===== config.mk =====
export PLATFORM = sky130hd
export DESIGN_NAME = irq_ctx_seq
export DESIGN_NICKNAME = d
export VERILOG_FILES = /design/src/rtl/irq_ctx_pkg.sv /design/src/rtl/irq_ctx_latch.sv /design/src/rtl/irq_ctx_sp.sv /design/src/rtl/irq_ctx_seq.sv
export SDC_FILE = /design/constraint.sdc
export NUM_CORES = 1
export LEC_CHECK = 0
export BUFFER_PORTS_ARGS = -buffer_cell sky130_fd_sc_hd__buf_4
export CORE_ASPECT_RATIO = 1.5
export CORE_UTILIZATION = 51
export CTS_CLUSTER_DIAMETER = 100
export DETAILED_ROUTE_END_ITERATION = 8
export GPL_TIMING_DRIVEN = 1
export PLACE_DENSITY = 0.87
export SLEW_MARGIN = 20
export SYNTH_ARGS = -nofsm -noshare
export SYNTH_HDL_FRONTEND = slang
export SYNTH_SLANG_ARGS = --single-unit

===== constraint.sdc =====
create_clock -name clk -period 5.8 [get_ports clk]
set_input_delay 0.87 -clock clk [delete_from_list [all_inputs] [get_ports clk]]
set_output_delay 0.87 -clock clk [all_outputs]
set_load 0.1 [all_outputs]

===== src/rtl/irq_ctx_pkg.sv =====
`timescale 1ns/1ps
package irq_ctx_pkg;
    localparam int CTX_WORDS = 8;
    localparam int SLOT_W    = $clog2(CTX_WORDS);

    typedef enum logic [1:0] {
        ST_IDLE = 2'd0,
        ST_SAVE = 2'd1,
        ST_RUN  = 2'd2,
        ST_REST = 2'd3
    } seq_state_t;
endpackage


===== src/rtl/irq_ctx_latch.sv =====
`timescale 1ns/1ps
module irq_ctx_latch #(
    parameter int VEC_W = 6
) (
    input  logic             clk,
    input  logic             rst_n,
    input  logic             req_i,
    input  logic [VEC_W-1:0] vec_i,
    input  logic             take_i,
    output logic             pend_o,
    output logic [VEC_W-1:0] vec_o,
    output logic             ack_o
);
    logic             pend_d, pend_q;
    logic [VEC_W-1:0] vec_d,  vec_q;

    always_comb begin
        ack_o  = req_i && !pend_q;
        pend_d = pend_q;
        vec_d  = vec_q;
        if (take_i) pend_d = 1'b0;
        if (ack_o) begin
            pend_d = 1'b1;
            vec_d  = vec_i;
        end
    end

    always_ff @(posedge clk or negedge rst_n) begin
        if (!rst_n) begin
            pend_q <= 1'b0;
            vec_q  <= '0;
        end else begin
            pend_q <= pend_d;
            vec_q  <= vec_d;
        end
    end

    assign pend_o = pend_q;
    assign vec_o  = vec_q;

    p_take_needs_pend_r10: assert property (@(posedge clk) disable iff (!rst_n)
        take_i |-> pend_q);
    p_ack_single_r10: assert property (@(posedge clk) disable iff (!rst_n)
        ack_o |=> !ack_o);
endmodule


===== src/rtl/irq_ctx_sp.sv =====
`timescale 1ns/1ps
module irq_ctx_sp #(
    parameter int             AW      = 32,
    parameter int             DW      = 32,
    parameter logic [AW-1:0]  SP_INIT = 32'h0000_1000
) (
    input  logic          clk,
    input  logic          rst_n,
    input  logic          dec_i,
    input  logic          inc_i,
    output logic [AW-1:0] sp_o
);
    import irq_ctx_pkg::*;
    localparam logic [AW-1:0] STEP   = AW'(DW / 8);
    localparam logic [AW-1:0] SP_LOW = SP_INIT - AW'(CTX_WORDS * (DW / 8));

    logic [AW-1:0] sp_d, sp_q;

    always_comb begin
        sp_d = sp_q;
        if (dec_i)      sp_d = sp_q - STEP;
        else if (inc_i) sp_d = sp_q + STEP;
    end

    always_ff @(posedge clk or negedge rst_n) begin
        if (!rst_n) sp_q <= SP_INIT;
        else        sp_q <= sp_d;
    end

    assign sp_o = sp_q;

    p_sp_in_frame_r2: assert property (@(posedge clk) disable iff (!rst_n)
        (sp_q <= SP_INIT) && (sp_q >= SP_LOW));
    p_sp_one_way_r2: assert property (@(posedge clk) disable iff (!rst_n)
        !(dec_i && inc_i));
endmodule


===== src/rtl/irq_ctx_seq.sv =====
`timescale 1ns/1ps
module irq_ctx_seq #(
    parameter int            AW      = 32,
    parameter int            DW      = 32,
    parameter int            VEC_W   = 6,
    parameter int            CHAIN_W = 8,
    parameter logic [AW-1:0] SP_INIT = 32'h0000_1000
) (
    input  logic               clk,
    input  logic               rst_n,
    input  logic               irq_req,
    input  logic [VEC_W-1:0]   irq_vec,
    output logic               irq_ack,
    input  logic               ret_stb,
    output logic               hnd_start,
    output logic [VEC_W-1:0]   hnd_vec,
    output logic               hnd_active,
    output logic [CHAIN_W-1:0] chain_cnt,
    output logic [2:0]         rf_slot,
    input  logic [DW-1:0]      rf_rdata,
    output logic               rf_we,
    output logic [DW-1:0]      rf_wdata,
    output logic               mem_valid,
    output logic               mem_write,
    output logic [AW-1:0]      mem_addr,
    output logic [DW-1:0]      mem_wdata,
    input  logic [DW-1:0]      mem_rdata,
    input  logic               mem_ready,
    output logic [AW-1:0]      stack_ptr
);
    import irq_ctx_pkg::*;

    localparam logic [SLOT_W-1:0] LAST = SLOT_W'(CTX_WORDS - 1);
    localparam logic [AW-1:0]     STEP = AW'(DW / 8);

    typedef struct packed {
        seq_state_t         st;
        logic [SLOT_W-1:0]  cnt;
        logic [VEC_W-1:0]   cur_vec;
        logic               start;
        logic [VEC_W-1:0]   start_vec;
        logic               active;
        logic [CHAIN_W-1:0] chains;
    } seq_regs_t;

    seq_regs_t r_d, r_q;

    logic             pend;
    logic [VEC_W-1:0] pend_vec;
    logic             take;
    logic             beat;
    logic             sp_dec, sp_inc;

    irq_ctx_latch #(.VEC_W(VEC_W)) u_latch (
        .clk    (clk),
        .rst_n  (rst_n),
        .req_i  (irq_req),
        .vec_i  (irq_vec),
        .take_i (take),
        .pend_o (pend),
        .vec_o  (pend_vec),
        .ack_o  (irq_ack)
    );

    irq_ctx_sp #(.AW(AW), .DW(DW), .SP_INIT(SP_INIT)) u_sp (
        .clk   (clk),
        .rst_n (rst_n),
        .dec_i (sp_dec),
        .inc_i (sp_inc),
        .sp_o  (stack_ptr)
    );

    // bus and register-file side, driven from the current state
    always_comb begin
        mem_valid = (r_q.st == ST_SAVE) || (r_q.st == ST_REST);
        mem_write = (r_q.st == ST_SAVE);
        mem_addr  = mem_write ? (stack_ptr - STEP) : stack_ptr;
        rf_slot   = '0;
        if (r_q.st == ST_SAVE)      rf_slot = r_q.cnt;
        else if (r_q.st == ST_REST) rf_slot = LAST - r_q.cnt;
        mem_wdata = mem_write ? rf_rdata : '0;
        beat      = mem_valid && mem_ready;
        rf_we     = beat && !mem_write;
        rf_wdata  = mem_rdata;
        sp_dec    = beat && mem_write;
        sp_inc    = beat && !mem_write;
    end

    // sequencing and tail-chain decision
    always_comb begin
        r_d       = r_q;
        r_d.start = 1'b0;
        take      = 1'b0;
        unique case (r_q.st)
            ST_IDLE: begin
                if (pend) begin
                    take      = 1'b1;
                    r_d.st    = ST_SAVE;
                    r_d.cnt   = '0;
                    r_d.cur_vec = pend_vec;
                end
            end
            ST_SAVE: begin
                if (beat) begin
                    r_d.cnt = r_q.cnt + 1'b1;
                    if (r_q.cnt == LAST) begin
                        r_d.st        = ST_RUN;
                        r_d.cnt       = '0;
                        r_d.start     = 1'b1;
                        r_d.start_vec = r_q.cur_vec;
                        r_d.active    = 1'b1;
                    end
                end
            end
            ST_RUN: begin
                if (ret_stb) begin
                    if (pend) begin
                        take          = 1'b1;
                        r_d.start     = 1'b1;
                        r_d.start_vec = pend_vec;
                        r_d.cur_vec   = pend_vec;
                        r_d.chains    = r_q.chains + 1'b1;
                    end else begin
                        r_d.st     = ST_REST;
                        r_d.cnt    = '0;
                        r_d.active = 1'b0;
                    end
                end
            end
            ST_REST: begin
                if (beat) begin
                    r_d.cnt = r_q.cnt + 1'b1;
                    if (r_q.cnt == LAST) begin
                        r_d.st  = ST_IDLE;
                        r_d.cnt = '0;
                    end
                end
            end
            default: r_d.st = ST_IDLE;
        endcase
    end

    always_ff @(posedge clk or negedge rst_n) begin
        if (!rst_n) begin
            r_q <= '{st: ST_IDLE, cnt: '0, cur_vec: '0, start: 1'b0,
                     start_vec: '0, active: 1'b0, chains: '0};
        end else begin
            r_q <= r_d;
        end
    end

    assign hnd_start  = r_q.start;
    assign hnd_vec    = r_q.start_vec;
    assign hnd_active = r_q.active;
    assign chain_cnt  = r_q.chains;

    p_hold_stalled_r3: assert property (@(posedge clk) disable iff (!rst_n)
        (mem_valid && !mem_ready) |=> (mem_valid && $stable(mem_addr)
            && $stable(mem_write) && $stable(mem_wdata)));
    p_start_active_r4: assert property (@(posedge clk) disable iff (!rst_n)
        hnd_start |-> hnd_active);
    p_quiet_bus_r6: assert property (@(posedge clk) disable iff (!rst_n)
        hnd_active |-> !mem_valid);
    p_rest_home_r5: assert property (@(posedge clk) disable iff (!rst_n)
        (r_q.st == ST_REST && beat && r_q.cnt == LAST) |=> (stack_ptr == SP_INIT));
    p_stray_ret_r9: assert property (@(posedge clk) disable iff (!rst_n)
        (r_q.st == ST_IDLE && !pend && ret_stb) |=> ($stable(stack_ptr) && !hnd_start));
endmodule


# Word-level counts from Yosys, hierarchy flattened
# Index checks and enable logic that the tools add are counted.
[word_totals]
in_bits = 75
reg_bits = 66
elab_cells = 71
[classes]
add_sub_neg = 5
reduce_logical = 18
muxes = 26
n_eq_ne = 12
[ops]
columns = ["cell", "n"]
rows = [
  ["$mux W32", 4],
  ["$add A32 B3 Y32 const B", 1],
  ["$sub A32 B3 Y32 const B", 1],
  ["$mux W27", 1],
  ["$mux W5", 5],
  ["$mux W8", 3],
  ["$pmux W5 S4", 1],
  ["$pmux W8 S2", 1],
  ["$reduce_and A5 Y1", 3],
  ["$mux W13", 1],
  ["$pmux W6 S2", 1],
  ["$mux W11", 1],
  ["$ne A2 B1 Y1 const B", 5],
  ["$add A8 B1 Y8 const B", 1],
  ["$reduce_bool A2 Y1", 4],
  ["$reduce_and A7 Y1", 1],
  ["$mux W3", 2],
  ["$ne A2 B2 Y1 const B", 3],
  ["$mux W1", 5],
  ["$eq A2 B2 Y1 const B", 2],
  ["$logic_and A1 B1 Y1", 4],
  ["$reduce_and A4 Y1", 1],
  ["$add A3 B1 Y3 const B", 1],
  ["$eq A3 B3 Y1 const B", 1],
  ["7 further kinds", 8],
]

# Longest topological paths before layout
[logic_depth]
word_depth = 6
depth_mapped = 10
mapped_depth_nobuf = 7

# Hierarchy
# A second synthesis with hierarchy kept.
[hier_totals]
cells_unflattened = 626
area_unflattened_um2 = 5499.0
[modules_own_cells]
columns = ["module", "area_per_inst_um2", "instances", "cells_per_inst"]
rows = [
  ["irq_ctx_sp", 2612.5, 1, 316],
  ["irq_ctx_seq", 2592.5, 1, 293],
  ["irq_ctx_latch", 294.0, 1, 17],
]

# Least setup slack after synthesis
# Ideal clock, no wire load.
[synth_path]
path_kind = "register to output"
start = "register r_q[26] in the netlist's numbering"
end = "output port mem_addr[29]"
arrival_ns = 3.890
slack_ns = 1.040
path_buffers = 3
stages_incl_launch_ff = 9
cell_sequence = "dfrtp_1 -> inv_1 -> ha_1 -> buf_6 -> clkbuf_1 -> buf_1 -> nand3_1 -> nor3_2 -> xor2_1"
[synth_via]
elab_chain_cells = 2
[synth_lines]
columns = ["item", "line_no", "rtl"]
rows = [
  ["start, declared", "irq_ctx_seq.sv:46", "seq_regs_t r_d, r_q;"],
  ["start signal, assigned", "irq_ctx_seq.sv:145", "r_q <= '{st: ST_IDLE, cnt: '0, cur_vec: '0, start: 1'b0,"],
  ["start signal, assigned", "irq_ctx_seq.sv:148", "r_q <= r_d;"],
  ["$eq A2 B1 Y1", "irq_ctx_seq.sv:76", "mem_write = (r_q.st == ST_SAVE);"],
  ["named net mem_write", "irq_ctx_seq.sv:24", "output logic mem_write,"],
  ["$mux W32", "irq_ctx_seq.sv:77", "mem_addr = mem_write ? (stack_ptr - STEP) : stack_ptr;"],
  ["end, declared", "irq_ctx_seq.sv:25", "output logic [AW-1:0] mem_addr,"],
]
# The timed path passes the listed nets, and every way through them passes these cells.

# Worst setup path in the final report
[layout_path]
start = "register u_sp.sp_q[18] (netlist: u_sp.sp_o[18])"
end = "output port mem_addr[26]"
[layout_via]
elab_chain_cells = 2
[layout_lines]
columns = ["item", "line_no", "rtl"]
rows = [
  ["start, declared", "irq_ctx_sp.sv:17", "logic [AW-1:0] sp_d, sp_q;"],
  ["start signal, assigned", "irq_ctx_sp.sv:27", "else sp_q <= sp_d;"],
  ["$sub A32 B3 Y32", "irq_ctx_seq.sv:77", ""],
  ["$mux W32", "irq_ctx_seq.sv:77", ""],
]
# No other way between the ends.

==> flow_metrics.tcl <==
set metrics [dict create \
    status "finished, final reports clean" \
    crit_family "simple AND/OR/NAND/NOR gates" \
    root_buffer "clkbuf_16" \
    finalNetCount 703 \
    yosysWarnings 0 \
    place_hpwl_mm 10.0 \
    pin_count 226 \
    cp_cell_sequence "or3_1 > nor3_1 > nand3_1 > nor2_1 > xor2_1 > buf_4" \
    area_growth_pct 22.7 \
    synth_edf_count 0 \
    hold_violations 0 \
    drt_wl_total_mm 13.1 \
    synthArstFlopShare_pct 100 \
    max_freq_mhz 276 \
    crit_type "register to output port" \
    drv_slew 0 \
    clock_latency_ps 330 \
    worstHoldPathCells 1 \
    yosysTopAreaCell "dfrtp_1" \
    tightest_slew_ps 846 \
    drc 0 \
    drive_above_1_share_pct 33.5 \
    start_util_pct 53.4 \
    max_stage_delay_ps 530 \
    grt_pass1_wl_mm 20.8 \
    cp.required_ps 4930 \
    clkSinkCount 64 \
    timing.hold.ws_ps 480 \
    yosysTopAreaCellShare_pct 33.1 \
    grt_max_degree 65 \
    hold_buffers 0 \
    crit_buf_inv 1 \
    grt_pass1_vias 4270 \
    viasPerCell 5.84 \
    die_h_um 120 \
    yosys-top-cells-count "63 x dfrtp_1, 50 x buf_4, 36 x and2_1, 36 x nand2_1, 35 x xnor2_1" \
    cts_tree "yes" \
    fin_tns_setup_ps 0 \
    die_area_um2 9750 \
    cp_max_fo 11 \
    hold_class "register to register" \
    max-cap-violations 0 \
    syn_area_um2 4770 \
    clockBufferDepth 2 \
    cts_resized 0 \
    cp_data_arrival_time_ps 2760 \
    die_w_um 80.9 \
    end_kind "output port" \
    ant_nets 0 \
    clk_pin_slew_ps 50 \
    post-route-min-period_ps 3630 \
    numCtsBuffers 9 \
    grt_overflow 0 \
    io_buffers 157 \
    cp.depth 6 \
    diodes 0 \
    routedWlPerCell_um 17.9 \
    ys_seq_area_share_pct 33.6 \
    core_area_um2 8930 \
    slew_headroom_pct 43.6 \
    grt_antenna_before_repair 0 \
    critPathLaunchType "register" \
    syn_inst 530 \
    drtIter0Drc 412 \
    vias 4283 \
    postCtsSetupRepairBufs 0 \
    synth_flop_cell "dfrtp_1" \
    rsz0062_at_grt "false" \
    synth_cell_type_count 66 \
    reg2reg_depth 8 \
    num_rows 42 \
    synth.most_common_cell "dfrtp_1" \
    setup_viol 0 \
    synth.avg_cell_area_um2 8.99 \
    synth_seq_cells 64 \
    grt_use_total_pct 28.2 \
    place.gp.congestion 0.944 \
    finalClockSkew_ps 4.78 \
    drtPass1Iterations 5 \
    slowest_stage "dfrtp_1" \
    synthTopCellsByArea "dfrtp_1 33%, buf_4 7.9%, xnor2_1 6.4%" \
    finalCritPeriodShare_pct 62.5 \
    cts.htree.levels 3 \
]
[layout by cell type (no fill, tap or decap), types with 8 or more instances in the layout]
master / count
o21ai_0: 24
nand3_1: 19
nor4_1: 9
nor2_1: 34
a21oi_1: 9
mux2_2: 16
and2_1: 36
nand4_1: 13
nor3_1: 10
ha_1: 8
dfrtp_1: 63
nand2_1: 36
buf_4: 158
xnor2_1: 35
xor2_1: 28
inv_1: 20
clkbuf_16: 9
[registers in the layout, indices dropped and copies added (netlist names)]
register / count
hnd_vec: 6
u_sp.sp_o: 30
r_q: 11
hnd_start: 1
hnd_active: 1
chain_cnt: 8
u_latch.pend_o: 1
u_latch.vec_o: 6
[worst reg2reg max path, stage by stage (launching register included)]
cell and delay (ps):
dfrtp_1 400, inv_1 90, ha_2 500, buf_4 430, and3_1 460, a21oi_1 80
a21oi_1 610, nand3_1 160, o21ai_0 100
[area by class of cell]
class / count / area [um^2]
Clock buffer: 13 / 260
Clock inverter: 3 / 42.5
Fill cell: 739 / 3090
Inverter: 20 / 75.1
Multi-Input combinational cell: 366 / 2540
Sequential cell: 64 / 1600
Tap cell: 110 / 138
Timing Repair Buffer: 158 / 1190
[per-stage QoR]
step	std cells	area, um^2	utilization [%]	setup WS [ps]
floorplan	533	4780	-	1040
global placement	718	5540	62.1	2630
detailed placement	718	5540	62.1	2550
CTS	734	5850	65.4	2190
global route	734	5850	65.4	1970
finish	734	5850	65.4	2170
[per-layer routing]
metal  track usage, %  wire [um]  vias to the layer above
met3             7.17       1010                       54
met2             50.4       7020                      250
met1             29.2       4530                     2040
met5                0          0                        -
li1                 -          -                     1939
met4             15.1        598                        0
[final timing paths]
path	slack, ps	to	start
worst min-delay path	480	chain_cnt[7]	chain_cnt[7]
min in group asynchronous	600	u_sp.sp_o[31]	rst_n
worst min register to register	480	chain_cnt[7]	chain_cnt[7]
worst max register to register	2880	hnd_vec[2]	r_q[26]
worst max-delay path	2170	mem_addr[26]	u_sp.sp_o[18]
max in group asynchronous	4600	chain_cnt[5]	rst_n
[kinds of logic after synthesis]
logic type,synth area share (%)
AO/OA/AOI/OAI,9.03
XOR/XNOR,11.6
adder cells (fa/ha/maj),2.36
buffers and inverters,13.3
flip-flops,33.6
multiplexers,4.41
other,0.0787
AND/OR/NAND/NOR,25.6
Power is not shown: default switching activity piles up to over one toggle a cycle in this logic, so the estimate is an artifact.
